## src/rtl/vse_pkg.sv

```systemverilog
package vse_pkg;

  typedef enum logic {
    OP_ADD = 1'b0,
    OP_SUB = 1'b1
  } vse_op_e;

  // One 64-bit slot: a single 64-bit element or two independent 32-bit lanes.
  function automatic logic [63:0] slot_calc(input logic [63:0] a,
                                            input logic [63:0] b,
                                            input vse_op_e     op,
                                            input logic        split);
    logic [63:0] r;
    if (split) begin
      r[31:0]  = (op == OP_SUB) ? a[31:0]  - b[31:0]  : a[31:0]  + b[31:0];
      r[63:32] = (op == OP_SUB) ? a[63:32] - b[63:32] : a[63:32] + b[63:32];
    end else begin
      r = (op == OP_SUB) ? a - b : a + b;
    end
    return r;
  endfunction

endpackage

```

## src/rtl/vse_fifo.sv

```systemverilog
module vse_fifo #(
  parameter int W     = 128,
  parameter int DEPTH = 4
) (
  input  logic         clk,
  input  logic         rst,
  input  logic         push,
  input  logic [W-1:0] din,
  input  logic         pop,
  output logic [W-1:0] dout,
  output logic         full,
  output logic         empty
);
  localparam int PW = $clog2(DEPTH);
  localparam int CW = PW + 1;

  logic [W-1:0]  mem [DEPTH];
  logic [PW-1:0] wp, rp;
  logic [CW-1:0] cnt;

  // Storage without reset so a distributed RAM can be inferred.
  always_ff @(posedge clk) begin
    if (push && !full) mem[wp] <= din;
  end

  always_ff @(posedge clk) begin
    if (rst) begin
      wp  <= '0;
      rp  <= '0;
      cnt <= '0;
    end else begin
      if (push && !full) wp <= wp + 1'b1;
      if (pop && !empty) rp <= rp + 1'b1;
      case ({push && !full, pop && !empty})
        2'b10:   cnt <= cnt + 1'b1;
        2'b01:   cnt <= cnt - 1'b1;
        default: cnt <= cnt;
      endcase
    end
  end

  assign dout  = mem[rp];
  assign full  = (cnt == CW'(DEPTH));
  assign empty = (cnt == '0);

  a_r8_no_overflow: assert property (@(posedge clk) disable iff (rst) push |-> !full);
  a_r8_no_underflow: assert property (@(posedge clk) disable iff (rst) pop |-> !empty);

endmodule

```

## src/rtl/vse_rd_port.sv

```systemverilog
module vse_rd_port #(
  parameter int AW    = 16,
  parameter int DW    = 128,
  parameter int DEPTH = 4,
  parameter int LEN_W = 16
) (
  input  logic             clk,
  input  logic             rst,
  input  logic             load,
  input  logic [AW-1:0]    base,
  input  logic [LEN_W-1:0] beats,
  output logic             req_valid,
  input  logic             req_ready,
  output logic [AW-1:0]    req_addr,
  input  logic             rsp_valid,
  output logic             rsp_ready,
  input  logic [DW-1:0]    rsp_data,
  input  logic             pop,
  output logic [DW-1:0]    dout,
  output logic             empty
);
  localparam int CW = $clog2(DEPTH) + 1;

  logic [LEN_W-1:0] left;
  logic [CW-1:0]    owed;   // accepted requests not yet consumed
  logic             fire, full;

  assign fire      = req_valid && req_ready;
  assign req_valid = (left != '0) && (owed < CW'(DEPTH));
  assign rsp_ready = !full;

  always_ff @(posedge clk) begin
    if (rst) begin
      left     <= '0;
      owed     <= '0;
      req_addr <= '0;
    end else begin
      if (load) begin
        req_addr <= base;
        left     <= beats;
      end else if (fire) begin
        req_addr <= req_addr + 1'b1;
        left     <= left - 1'b1;
      end
      case ({fire, pop})
        2'b10:   owed <= owed + 1'b1;
        2'b01:   owed <= owed - 1'b1;
        default: owed <= owed;
      endcase
    end
  end

  vse_fifo #(.W(DW), .DEPTH(DEPTH)) u_buf (
    .clk(clk), .rst(rst),
    .push(rsp_valid && rsp_ready), .din(rsp_data),
    .pop(pop), .dout(dout), .full(full), .empty(empty)
  );

  a_r5_credit_bound: assert property (@(posedge clk) disable iff (rst) owed <= CW'(DEPTH));
  a_r8_req_hold: assert property (@(posedge clk) disable iff (rst)
    req_valid && !req_ready |=> req_valid && $stable(req_addr));
  a_r2_addr_step: assert property (@(posedge clk) disable iff (rst)
    fire |=> !req_valid || (req_addr == $past(req_addr) + 1'b1));

endmodule

```

## src/rtl/vse_alu_pipe.sv

```systemverilog
module vse_alu_pipe #(
  parameter int BEAT_W = 128,
  parameter int STAGES = 3
) (
  input  logic              clk,
  input  logic              rst,
  input  logic              adv,
  input  logic              in_valid,
  input  logic              in_last,
  input  logic [BEAT_W-1:0] a,
  input  logic [BEAT_W-1:0] b,
  input  vse_pkg::vse_op_e  op,
  input  logic              split,
  output logic              out_valid,
  output logic              out_last,
  output logic [BEAT_W-1:0] out_data
);
  localparam int SLOTS = BEAT_W / 64;

  logic [BEAT_W-1:0] calc;
  logic [BEAT_W-1:0] d [STAGES];
  logic [STAGES-1:0] v, l;

  for (genvar s = 0; s < SLOTS; s++) begin : g_slot
    assign calc[s*64 +: 64] = vse_pkg::slot_calc(a[s*64 +: 64], b[s*64 +: 64], op, split);
  end

  always_ff @(posedge clk) begin
    if (rst) v <= '0;
    else if (adv) v <= {v[STAGES-2:0], in_valid};
  end

  always_ff @(posedge clk) begin
    if (adv) begin
      d[0] <= calc;
      l[0] <= in_last;
    end
  end

  for (genvar i = 1; i < STAGES; i++) begin : g_stage
    always_ff @(posedge clk) begin
      if (adv) begin
        d[i] <= d[i-1];
        l[i] <= l[i-1];
      end
    end
  end

  assign out_valid = v[STAGES-1];
  assign out_last  = l[STAGES-1];
  assign out_data  = d[STAGES-1];

endmodule

```

## src/rtl/vse_stream_engine.sv

```systemverilog
module vse_stream_engine #(
  parameter int AW          = 16,
  parameter int LEN_W       = 16,
  parameter int BEAT_W      = 128,
  parameter int RBUF_DEPTH  = 4,
  parameter int WBUF_DEPTH  = 4,
  parameter int PIPE_STAGES = 3
) (
  input  logic                clk,
  input  logic                rst,
  input  logic                start,
  input  logic                op,
  input  logic                split,
  input  logic [LEN_W-1:0]    count,
  input  logic [AW-1:0]       src_a_base,
  input  logic [AW-1:0]       src_b_base,
  input  logic [AW-1:0]       dst_base,
  output logic                busy,
  output logic                done,
  output logic                ra_req_valid,
  input  logic                ra_req_ready,
  output logic [AW-1:0]       ra_req_addr,
  input  logic                ra_rsp_valid,
  output logic                ra_rsp_ready,
  input  logic [BEAT_W-1:0]   ra_rsp_data,
  output logic                rb_req_valid,
  input  logic                rb_req_ready,
  output logic [AW-1:0]       rb_req_addr,
  input  logic                rb_rsp_valid,
  output logic                rb_rsp_ready,
  input  logic [BEAT_W-1:0]   rb_rsp_data,
  output logic                wr_valid,
  input  logic                wr_ready,
  output logic [AW-1:0]       wr_addr,
  output logic [BEAT_W-1:0]   wr_data,
  output logic [BEAT_W/8-1:0] wr_strb
);
  import vse_pkg::*;

  localparam int NBYTE = BEAT_W / 8;
  localparam int BB_W  = $clog2(NBYTE);
  localparam int NB_W  = LEN_W + BB_W;
  localparam int WB_W  = BEAT_W + NBYTE;

  vse_op_e          op_q;
  logic             split_q;
  logic [LEN_W-1:0] beats_q, issued, written;
  logic [NBYTE-1:0] tail_strb;

  logic [NB_W-1:0]  nbytes;
  logic [LEN_W-1:0] beats_calc;
  logic [BB_W-1:0]  tail;
  logic [NBYTE-1:0] strb_calc;
  logic             start_ok, start_zero;

  // Command decode: byte total, beat count and tail strobe.
  always_comb begin
    nbytes     = {{BB_W{1'b0}}, count} << (split ? 2 : 3);
    beats_calc = nbytes[NB_W-1:BB_W] + LEN_W'(nbytes[BB_W-1:0] != '0);
    tail       = nbytes[BB_W-1:0];
    strb_calc  = (tail == '0) ? '1 : (NBYTE'(1) << tail) - NBYTE'(1);
  end

  assign start_ok   = start && !busy && (count != '0);
  assign start_zero = start && !busy && (count == '0);

  // Read side
  logic              a_empty, b_empty, issue;
  logic [BEAT_W-1:0] a_dat, b_dat;

  vse_rd_port #(.AW(AW), .DW(BEAT_W), .DEPTH(RBUF_DEPTH), .LEN_W(LEN_W)) u_rd_a (
    .clk(clk), .rst(rst), .load(start_ok), .base(src_a_base), .beats(beats_calc),
    .req_valid(ra_req_valid), .req_ready(ra_req_ready), .req_addr(ra_req_addr),
    .rsp_valid(ra_rsp_valid), .rsp_ready(ra_rsp_ready), .rsp_data(ra_rsp_data),
    .pop(issue), .dout(a_dat), .empty(a_empty)
  );

  vse_rd_port #(.AW(AW), .DW(BEAT_W), .DEPTH(RBUF_DEPTH), .LEN_W(LEN_W)) u_rd_b (
    .clk(clk), .rst(rst), .load(start_ok), .base(src_b_base), .beats(beats_calc),
    .req_valid(rb_req_valid), .req_ready(rb_req_ready), .req_addr(rb_req_addr),
    .rsp_valid(rb_rsp_valid), .rsp_ready(rb_rsp_ready), .rsp_data(rb_rsp_data),
    .pop(issue), .dout(b_dat), .empty(b_empty)
  );

  // Arithmetic: the whole pipeline freezes while the write buffer is full.
  logic              wb_full, wb_empty, adv;
  logic              p_valid, p_last;
  logic [BEAT_W-1:0] p_data;

  assign adv   = !wb_full;
  assign issue = busy && (issued != beats_q) && !a_empty && !b_empty && adv;

  vse_alu_pipe #(.BEAT_W(BEAT_W), .STAGES(PIPE_STAGES)) u_alu (
    .clk(clk), .rst(rst), .adv(adv), .in_valid(issue),
    .in_last(issued == beats_q - 1'b1), .a(a_dat), .b(b_dat),
    .op(op_q), .split(split_q),
    .out_valid(p_valid), .out_last(p_last), .out_data(p_data)
  );

  // Write side
  logic             wr_fire;
  logic [WB_W-1:0]  wb_out;

  vse_fifo #(.W(WB_W), .DEPTH(WBUF_DEPTH)) u_wbuf (
    .clk(clk), .rst(rst),
    .push(p_valid && adv), .din({(p_last ? tail_strb : {NBYTE{1'b1}}), p_data}),
    .pop(wr_fire), .dout(wb_out), .full(wb_full), .empty(wb_empty)
  );

  assign wr_valid = !wb_empty;
  assign wr_fire  = wr_valid && wr_ready;
  assign wr_data  = wb_out[BEAT_W-1:0];
  assign wr_strb  = wb_out[WB_W-1:BEAT_W];

  // Control
  always_ff @(posedge clk) begin
    if (rst) begin
      busy    <= 1'b0;
      done    <= 1'b0;
      issued  <= '0;
      written <= '0;
      beats_q <= '0;
      wr_addr <= '0;
      op_q    <= OP_ADD;
      split_q <= 1'b0;
      tail_strb <= '0;
    end else begin
      done <= start_zero || (wr_fire && (written == beats_q - 1'b1));
      if (start_ok) begin
        busy      <= 1'b1;
        issued    <= '0;
        written   <= '0;
        beats_q   <= beats_calc;
        wr_addr   <= dst_base;
        op_q      <= vse_op_e'(op);
        split_q   <= split;
        tail_strb <= strb_calc;
      end else begin
        if (issue) issued <= issued + 1'b1;
        if (wr_fire) begin
          written <= written + 1'b1;
          wr_addr <= wr_addr + 1'b1;
          if (written == beats_q - 1'b1) busy <= 1'b0;
        end
      end
    end
  end

  a_r9_done_idle: assert property (@(posedge clk) disable iff (rst) done |-> !busy);
  a_r6_write_bound: assert property (@(posedge clk) disable iff (rst) busy |-> written < beats_q);
  a_r8_wr_hold: assert property (@(posedge clk) disable iff (rst)
    wr_valid && !wr_ready |=> wr_valid && $stable(wr_addr) && $stable(wr_data) && $stable(wr_strb));
  a_r5_freeze: assert property (@(posedge clk) disable iff (rst)
    wb_full && p_valid |=> p_valid && $stable(p_data));

endmodule

```

## config.mk

```make
export PLATFORM = sky130hd
export DESIGN_NAME = vse_stream_engine
export DESIGN_NICKNAME = d
export VERILOG_FILES = /design/src/rtl/vse_pkg.sv /design/src/rtl/vse_fifo.sv /design/src/rtl/vse_rd_port.sv /design/src/rtl/vse_alu_pipe.sv /design/src/rtl/vse_stream_engine.sv
export SDC_FILE = /design/constraint.sdc
export NUM_CORES = 2
export LEC_CHECK = 0
export ABC_CLOCK_PERIOD_IN_PS = 17950
export CAP_MARGIN = 10
export CORE_MARGIN = 4
export CORE_UTILIZATION = 30
export DETAILED_ROUTE_END_ITERATION = 6
export PLACE_DENSITY = 0.45
export SYNTH_ARGS = -nofsm -noshare
export SYNTH_HDL_FRONTEND = slang
export SYNTH_SLANG_ARGS = --single-unit
```

## constraint.sdc

```tcl
create_clock -name clk -period 17.95 [get_ports clk]
set_clock_uncertainty 0.15 [all_clocks]
set_input_delay 1.795 -clock clk [delete_from_list [all_inputs] [get_ports clk]]
set_output_delay 1.795 -clock clk [all_outputs]
set_load 0.01 [all_outputs]
```

# Word level (Yosys, flattened, before mapping)

Memory sizes are Yosys's and may differ from the RTL's. A register that Yosys moved wholly into a read port is not among the register bits.
Cells that the tools add are included.

Input bits: 330
Flip-flop bits (word level): 181
RAM bits: 1984
Memories: 4
Logic and storage cells: 182
Output and inout bits: 199

Memory list:

| memory           | words | bits a word | rd ports | clocked after memory_dff | wr ports | line               | text |
|---|---|---|---|---|---|---|---|
| u_wbuf.mem       | 4     | 144         | 1        | 1                        | 1        | vse_fifo.sv:17     | `logic [W-1:0] mem [DEPTH];` |
| u_rd_a.u_buf.mem | 4     | 128         | 1        | 1                        | 1        | vse_fifo.sv:17     |  |
| u_rd_b.u_buf.mem | 4     | 128         | 1        | 1                        | 1        | vse_fifo.sv:17     |  |
| u_alu.d          | 3     | 128         | 3        | 0                        | 3        | vse_alu_pipe.sv:21 | `logic [BEAT_W-1:0] d [STAGES];` |

Reduce and logical (&&, ||, !) cells: 50
Equality and inequality tests: 16
Shift-type cells: 2
Add/subtract/negate cells: 38
Magnitude comparators: 2
Mux-type cells: 42

Operator list:

| operator                                                              | count |
|---|---|
| 64-bit two-way mux                                                    | 4 |
| 16-bit two-way mux                                                    | 12 |
| 32-bit adder                                                          | 4 |
| 64-bit adder                                                          | 2 |
| 32-bit two-way mux                                                    | 4 |
| 32-bit subtractor                                                     | 4 |
| 64-bit subtractor                                                     | 2 |
| 16-bit by 1-bit adder with 16-bit output (second input constant)      | 5 |
| 16-bit by 1-bit subtractor with 16-bit output (second input constant) | 4 |
| 16-bit nonzero test                                                   | 3 |
| 16-bit == test                                                        | 2 |
| 3-bit one-hot mux with 2 select lines                                 | 5 |
| 1-bit logical AND                                                     | 22 |
| 16-bit by 2-bit << shifter with 20-bit output                         | 1 |
| 2-bit nonzero test                                                    | 9 |
| 16-bit by 1-bit adder with 16-bit output                              | 1 |
| 16-bit logical NOT                                                    | 1 |
| 16-bit inequality test                                                | 1 |
| 1-bit by 4-bit << shifter with 16-bit output (first input constant)   | 1 |
| 3-bit by 1-bit adder with 3-bit output (second input constant)        | 5 |
| 3-bit by 1-bit subtractor with 3-bit output (second input constant)   | 5 |
| 2-bit by 1-bit adder with 2-bit output (second input constant)        | 6 |
| 2-bit two-way mux                                                     | 6 |
| 1-bit two-way mux                                                     | 11 |
| 11 further kinds                                                      | 30 |

# Longest topological paths before layout

Depth in word-level cells: 8
Gate-level depth with buffers: 28

# Cells and area by module

From an unflattened synthesis, not the netlist that was laid out.

Cell total of the unflattened synthesis: 6270
Area, all modules: 96402.5 sq um

By module, submodules not included:

| module                      | sequential area each (sq um) | cells an instance | times used | area each (sq um) |
|---|---|---|---|---|
| vse_fifo (u_rd_a.u_buf ...) | 15554.9                      | 722               | 2          | 19042.0 |
| vse_alu_pipe                | 11681.2                      | 2794              | 1          | 27528.9 |
| vse_fifo (u_wbuf)           | 17476.8                      | 806               | 1          | 21214.1 |
| vse_rd_port                 | 700.7                        | 306               | 2          | 2396.0 |
| vse_stream_engine           | 1441.4                       | 614               | 1          | 4783.3 |

# Worst setup path after synthesis

OpenSTA, ideal clock, no wires.

Path type: reg2reg
From: reg u_wbuf.cnt[2]
To: mem u_wbuf.mem[0][0] in the netlist's numbering, enable pin
Setup slack: 5015 ps
Cell stages (with the launch flop): 3
Arrival: 12277 ps
Setup time: 508 ps
Required time: 17292 ps
Period minus slack after synthesis: 12935 ps
Cell sequence: dfxtp_1 > nand2_1 > and3_1

Word-level cells in the longest chain between the ends: 6

Ends and longest elaborated chain:

| what                                        | line                                    | text |
|---|---|---|
| start: declaration                          | vse_fifo.sv:19                          | `logic [CW-1:0] cnt;` |
| start signal: assignment                    | vse_fifo.sv:35                          | `2'b10: cnt <= cnt + 1'b1;` |
| start signal: assignment                    | vse_fifo.sv:36                          | `2'b01: cnt <= cnt - 1'b1;` |
| start signal: assignment                    | vse_fifo.sv:37                          | `default: cnt <= cnt;` |
| 3-bit == test (*)                           | vse_fifo.sv:43                          | `assign full = (cnt == CW'(DEPTH));` |
| 1-bit logical NOT (*)                       | vse_fifo.sv:23, vse_stream_engine.sv:90 |  |
| 1-bit logical AND                           | vse_stream_engine.sv:106                | `.push(p_valid && adv), .din({(p_last ? tail_strb : {NBYTE{1'b1}}), p_data}),` |
| 1-bit logical AND (*)                       | vse_fifo.sv:23                          | `if (push && !full) mem[wp] <= din;` |
| 1-bit two-way mux (*)                       | vse_fifo.sv:23                          |  |
| 1-bit two-way mux (implied by the code) (*) | vse_fifo.sv:23                          |  |
| end: declaration                            | vse_fifo.sv:17                          |  |

Mark *: on every way between the ends. The rest lies on a longest branch, timed or not.

==> summary.txt <==
DP HPWL = 182 mm
Vias in the first global route = 53.5k
Fin area = 110000 µm²
Ys flop type = edfxtp_1
Worst-margin pin slew = 1.25 ns
Clk_lat worst skew = 0.92 ns
DRC = 0
FMAX = 0.120 GHz
Sequential share of the synthesized area = 67.2%
DRT iter0 DRCs = 3405
Core area = 304000 µm²
Clock buffer depth = 4
Post-DRT Antenna Nets = 0
First-pass iteration count of the detailed router = 7
Die area = 315000 µm²
Crit path max-delay cell type = mux4_1
CP cell instances = buf_4, mux4_1, or4_1, or2_2, nor3_1, nor4bb_1, and3_1, nor2_1, xnor2_1, ha_1, nand4_1, or3_1, a211oi_1, o211ai_1, a31oi_1, a41oi_1, o21ai_0, xnor2_1, o21ai_0
Clk slew on worst S/H paths = 0.06 ns
Max-slew violations = 0
Worst path bufs/invs = 1
Pleak = 35.8 nW
Power density cells = 122 nW/µm²
All-Layer GR Usage = 16.0%
Hold WC Path Type = flop to flop
Wire length per cell = 24.0 µm
Placed cell area = 102000 µm²
M3 GR Usage = 2.64%
Worst path max stage delay = 0.76 ns
Final period util = 46.6%
Net Count, Synth = 6418
Period minus WS final = 8.37 ns
Setup violators final = 0
Crit path kind = flop to flop
RSZ-0062 raised after global routing = no
IR drop worst, VDD = 0.0000848 V
Crit path depth = 19
Hold_buf cts = 0
DR vias/cell = 4.83
CTS tree = yes
Final Wtd Congestion = 0.853
CP Max Fanout = 34
Count of buffers from port buffering = 528
Largest net degree at the start of global routing = 98
Post-CTS Setup Inserts = 0
Grt peak-use layer = met2
Power, Total = 13.4 mW
Std-Cell Rows = 202
Avg Cell Area, Syn = 15.7 µm²
Met1 Track Usage GR = 20.4%
Critical Path Sink Type = flop
Setup_tns = 0 ns
Final Net Count = 7017
Clock Tree Root = clkbuf_16
Die H = 561 µm
Post-synth EDFFs = 1939
Register bit total from synthesis = 2111
GR Overflow Total = 0
H-Tree Depth = 4
Syn-to-layout area delta = 19.4%
CP delay by family, top = simple AND/OR/NAND/NOR gates
Fraction of layout cells with a size suffix above 1 = 12.9%
Mapped cell area = 91800 µm²
Yosys Warn Count = 0
Length in cells of the worst reg-to-reg path = 19
RR Endpoint = u_alu.d[0][58]
Tightest hold margin = 0.220 ns
Outcome = finished clean
CTS resizes = 0
Clock sinks = 2111
Total wire length = 258 mm
Die Wd = 561 µm
Max_cap viols = 0
Worst Setup Start Kind = flop
Synth Instances = 5858
Flop2flop setup slack = 9.58 ns
Via count = 52.0k
Fillers = 28.9k
First-pass GRT wire length = 375 mm
Post-synth ARST share = 0%
Crit path to = u_alu.d[0][58]
Cell variety after synth = 88
Worst path arrival time = 8.87 ns
Fin. Hold Viols = 0
Post-layout util = 36.1%
Antenna violations before repair = 91
Cts bufs inserted = 237
Req. time, crit path = 18.45 ns
Met2 global-route usage = 28.1%
Starting Density = 30.2%
I/O pin cnt = 529
Worst relative slew slack = 15.4%
## per-layer routing
metal,share of wire [%],routed length [µm]
met5,0.042,109
met4,2.6,6790
met3,4.5,11600
met2,50,130000
met1,42,110000
## sequential cells by signal (all words and copies together) (netlist names), 4 cells and up, named ones only
signal and count:
u_alu.d 384, tail_strb 4, u_rd_a.u_buf.mem 512, wr_addr 16, beats_q 16, written 16
issued 16, u_rd_b.req_addr 16, u_rd_a.req_addr 16, u_rd_a.left 16, u_rd_b.u_buf.mem 512, u_wbuf.mem 528
u_rd_b.left 16
## cells in the final DEF (no fill, tap or decap), drive strengths merged, types with 22 or more instances in the layout
master,count
o21bai,40
nand3,93
nand2,316
xnor2,327
edfxtp,1939
clkdlybuf4s50,527
buf,70
nand4,58
diode,26
clkbuf,279
xor2,187
o21ai,203
a21oi,351
mux2i,25
or2,22
nor2b,39
inv,141
and2,37
nor3,68
o31ai,22
clkinv,113
o21a,25
dfxtp,172
ha,221
a21o,83
nor2,376
a211oi,78
or3,51
mux4,388
and3,54
a31oi,42
nor4,39
nand2b,31
## power breakdown
group / switching, mW / total, mW / internal [mW] / leakage, nW
Clock: 2.03 / 4.75 / 2.72 / 3.67
Sequential: 0.329 / 6.64 / 6.31 / 19.7
Combinational: 1.21 / 2.01 / 0.807 / 12.4
Total: 3.56 / 13.4 / 9.84 / 35.8
## area by class of cell
| cell class | instances | area [µm²] | share of cell area [%] |
|---|---|---|---|
| Sequential cell | 2111 | 61700 | 56.3 |
| Tap cell | 4080 | 5100 | 4.66 |
| Inverter | 134 | 503 | 0.459 |
| Clock buffer | 279 | 6130 | 5.59 |
| Multi-Input combinational cell | 3376 | 28700 | 26.2 |
| Timing Repair Buffer | 597 | 5890 | 5.37 |
| Clock inverter | 154 | 1510 | 1.38 |
| Antenna cell | 26 | 65.1 | 0.0594 |
## cells by family after synthesis
logic type               after synthesis  share of synthesized area [%]
AO/OA/AOI/OAI                        966                           6.48
XOR/XNOR                             514                           4.91
adder cells (fa/ha/maj)              230                           3.21
buffers and inverters                371                           1.69
flip-flops                          2111                           67.2
multiplexers                         418                           9.88
AND/OR/NAND/NOR                     1248                           6.64
## metrics by stage
| step | cells | setup slack (ns) |
|---|---|---|
| floorplan | 5858 | 5.02 |
| global placement | 10300 | 9.43 |
| detailed placement | 10300 | 9.41 |
| CTS | 10700 | 9.39 |
| global route | 10700 | 8.98 |
| finish | 10800 | 9.58 |
## synth_stat cells (12+ instances only)
cell type	n	area, µm²
nor3b_1	14	105
clkbuf_1	151	567
nand4_1	58	363
a21oi_1	350	1750
nand3_1	93	465
or3_1	50	313
nand2b_1	31	194
o21a_1	25	188
inv_1	134	503
xnor2_1	326	2860
nor4_1	34	213
o21ai_0	202	1010
nor2_1	376	1410
buf_4	17	128
a21o_1	83	623
o31ai_1	21	158
or2_2	21	131
xor2_1	187	1640
o211ai_1	19	143
mux2i_1	25	250
a211oi_1	78	586
and2_1	35	219
ha_1	221	2770
nand2_1	315	1180
a311oi_1	18	158
nor2b_1	39	244
dfxtp_1	172	3440
a31oi_1	42	263
buf_1	48	180
edfxtp_1	1939	58200
a41oi_1	12	105
o21bai_1	40	300
mux4_2	382	8600
nor3_1	67	335
and3_1	54	338
## worst reg2reg max path: stages (launching register included)
cell	delay, ns
dfxtp_4	0.58
buf_4	0.67
mux4_1	0.82
or4_1	0.56
or2_2	0.34
nor3_1	0.51
nor4bb_1	0.50
and3_1	0.46
nor2_1	0.30
xnor2_1	0.22
ha_1	0.48
nand4_1	0.15
or3_1	0.42
a211oi_1	0.45
o211ai_1	0.30
a31oi_1	0.54
a41oi_1	0.23
o21ai_0	0.26
xnor2_1	0.15
o21ai_0	0.09
## how the worst min path moves through the flow
| stage | start | to | slack (ns) | cells after the start |
|---|---|---|---|---|
| after CTS | u_alu.d[0][10] | u_alu.d[0][138] | 0.21 | 0 |
| after global placement | u_alu.d[0][16] | u_alu.d[0][144] | 0.25 | 0 |
| after global routing | u_alu.d[0][6] | u_alu.d[0][134] | 0.23 | 0 |
| final | u_alu.d[0][10] | u_alu.d[0][138] | 0.22 | 0 |
| after detailed placement | u_alu.d[0][27] | u_alu.d[0][155] | 0.25 | 0 |
| after floorplan | u_alu.d[0][0] | u_alu.d[0][128] | 0.25 | 0 |
No activity file was read; power rests on OpenSTA's default activity.
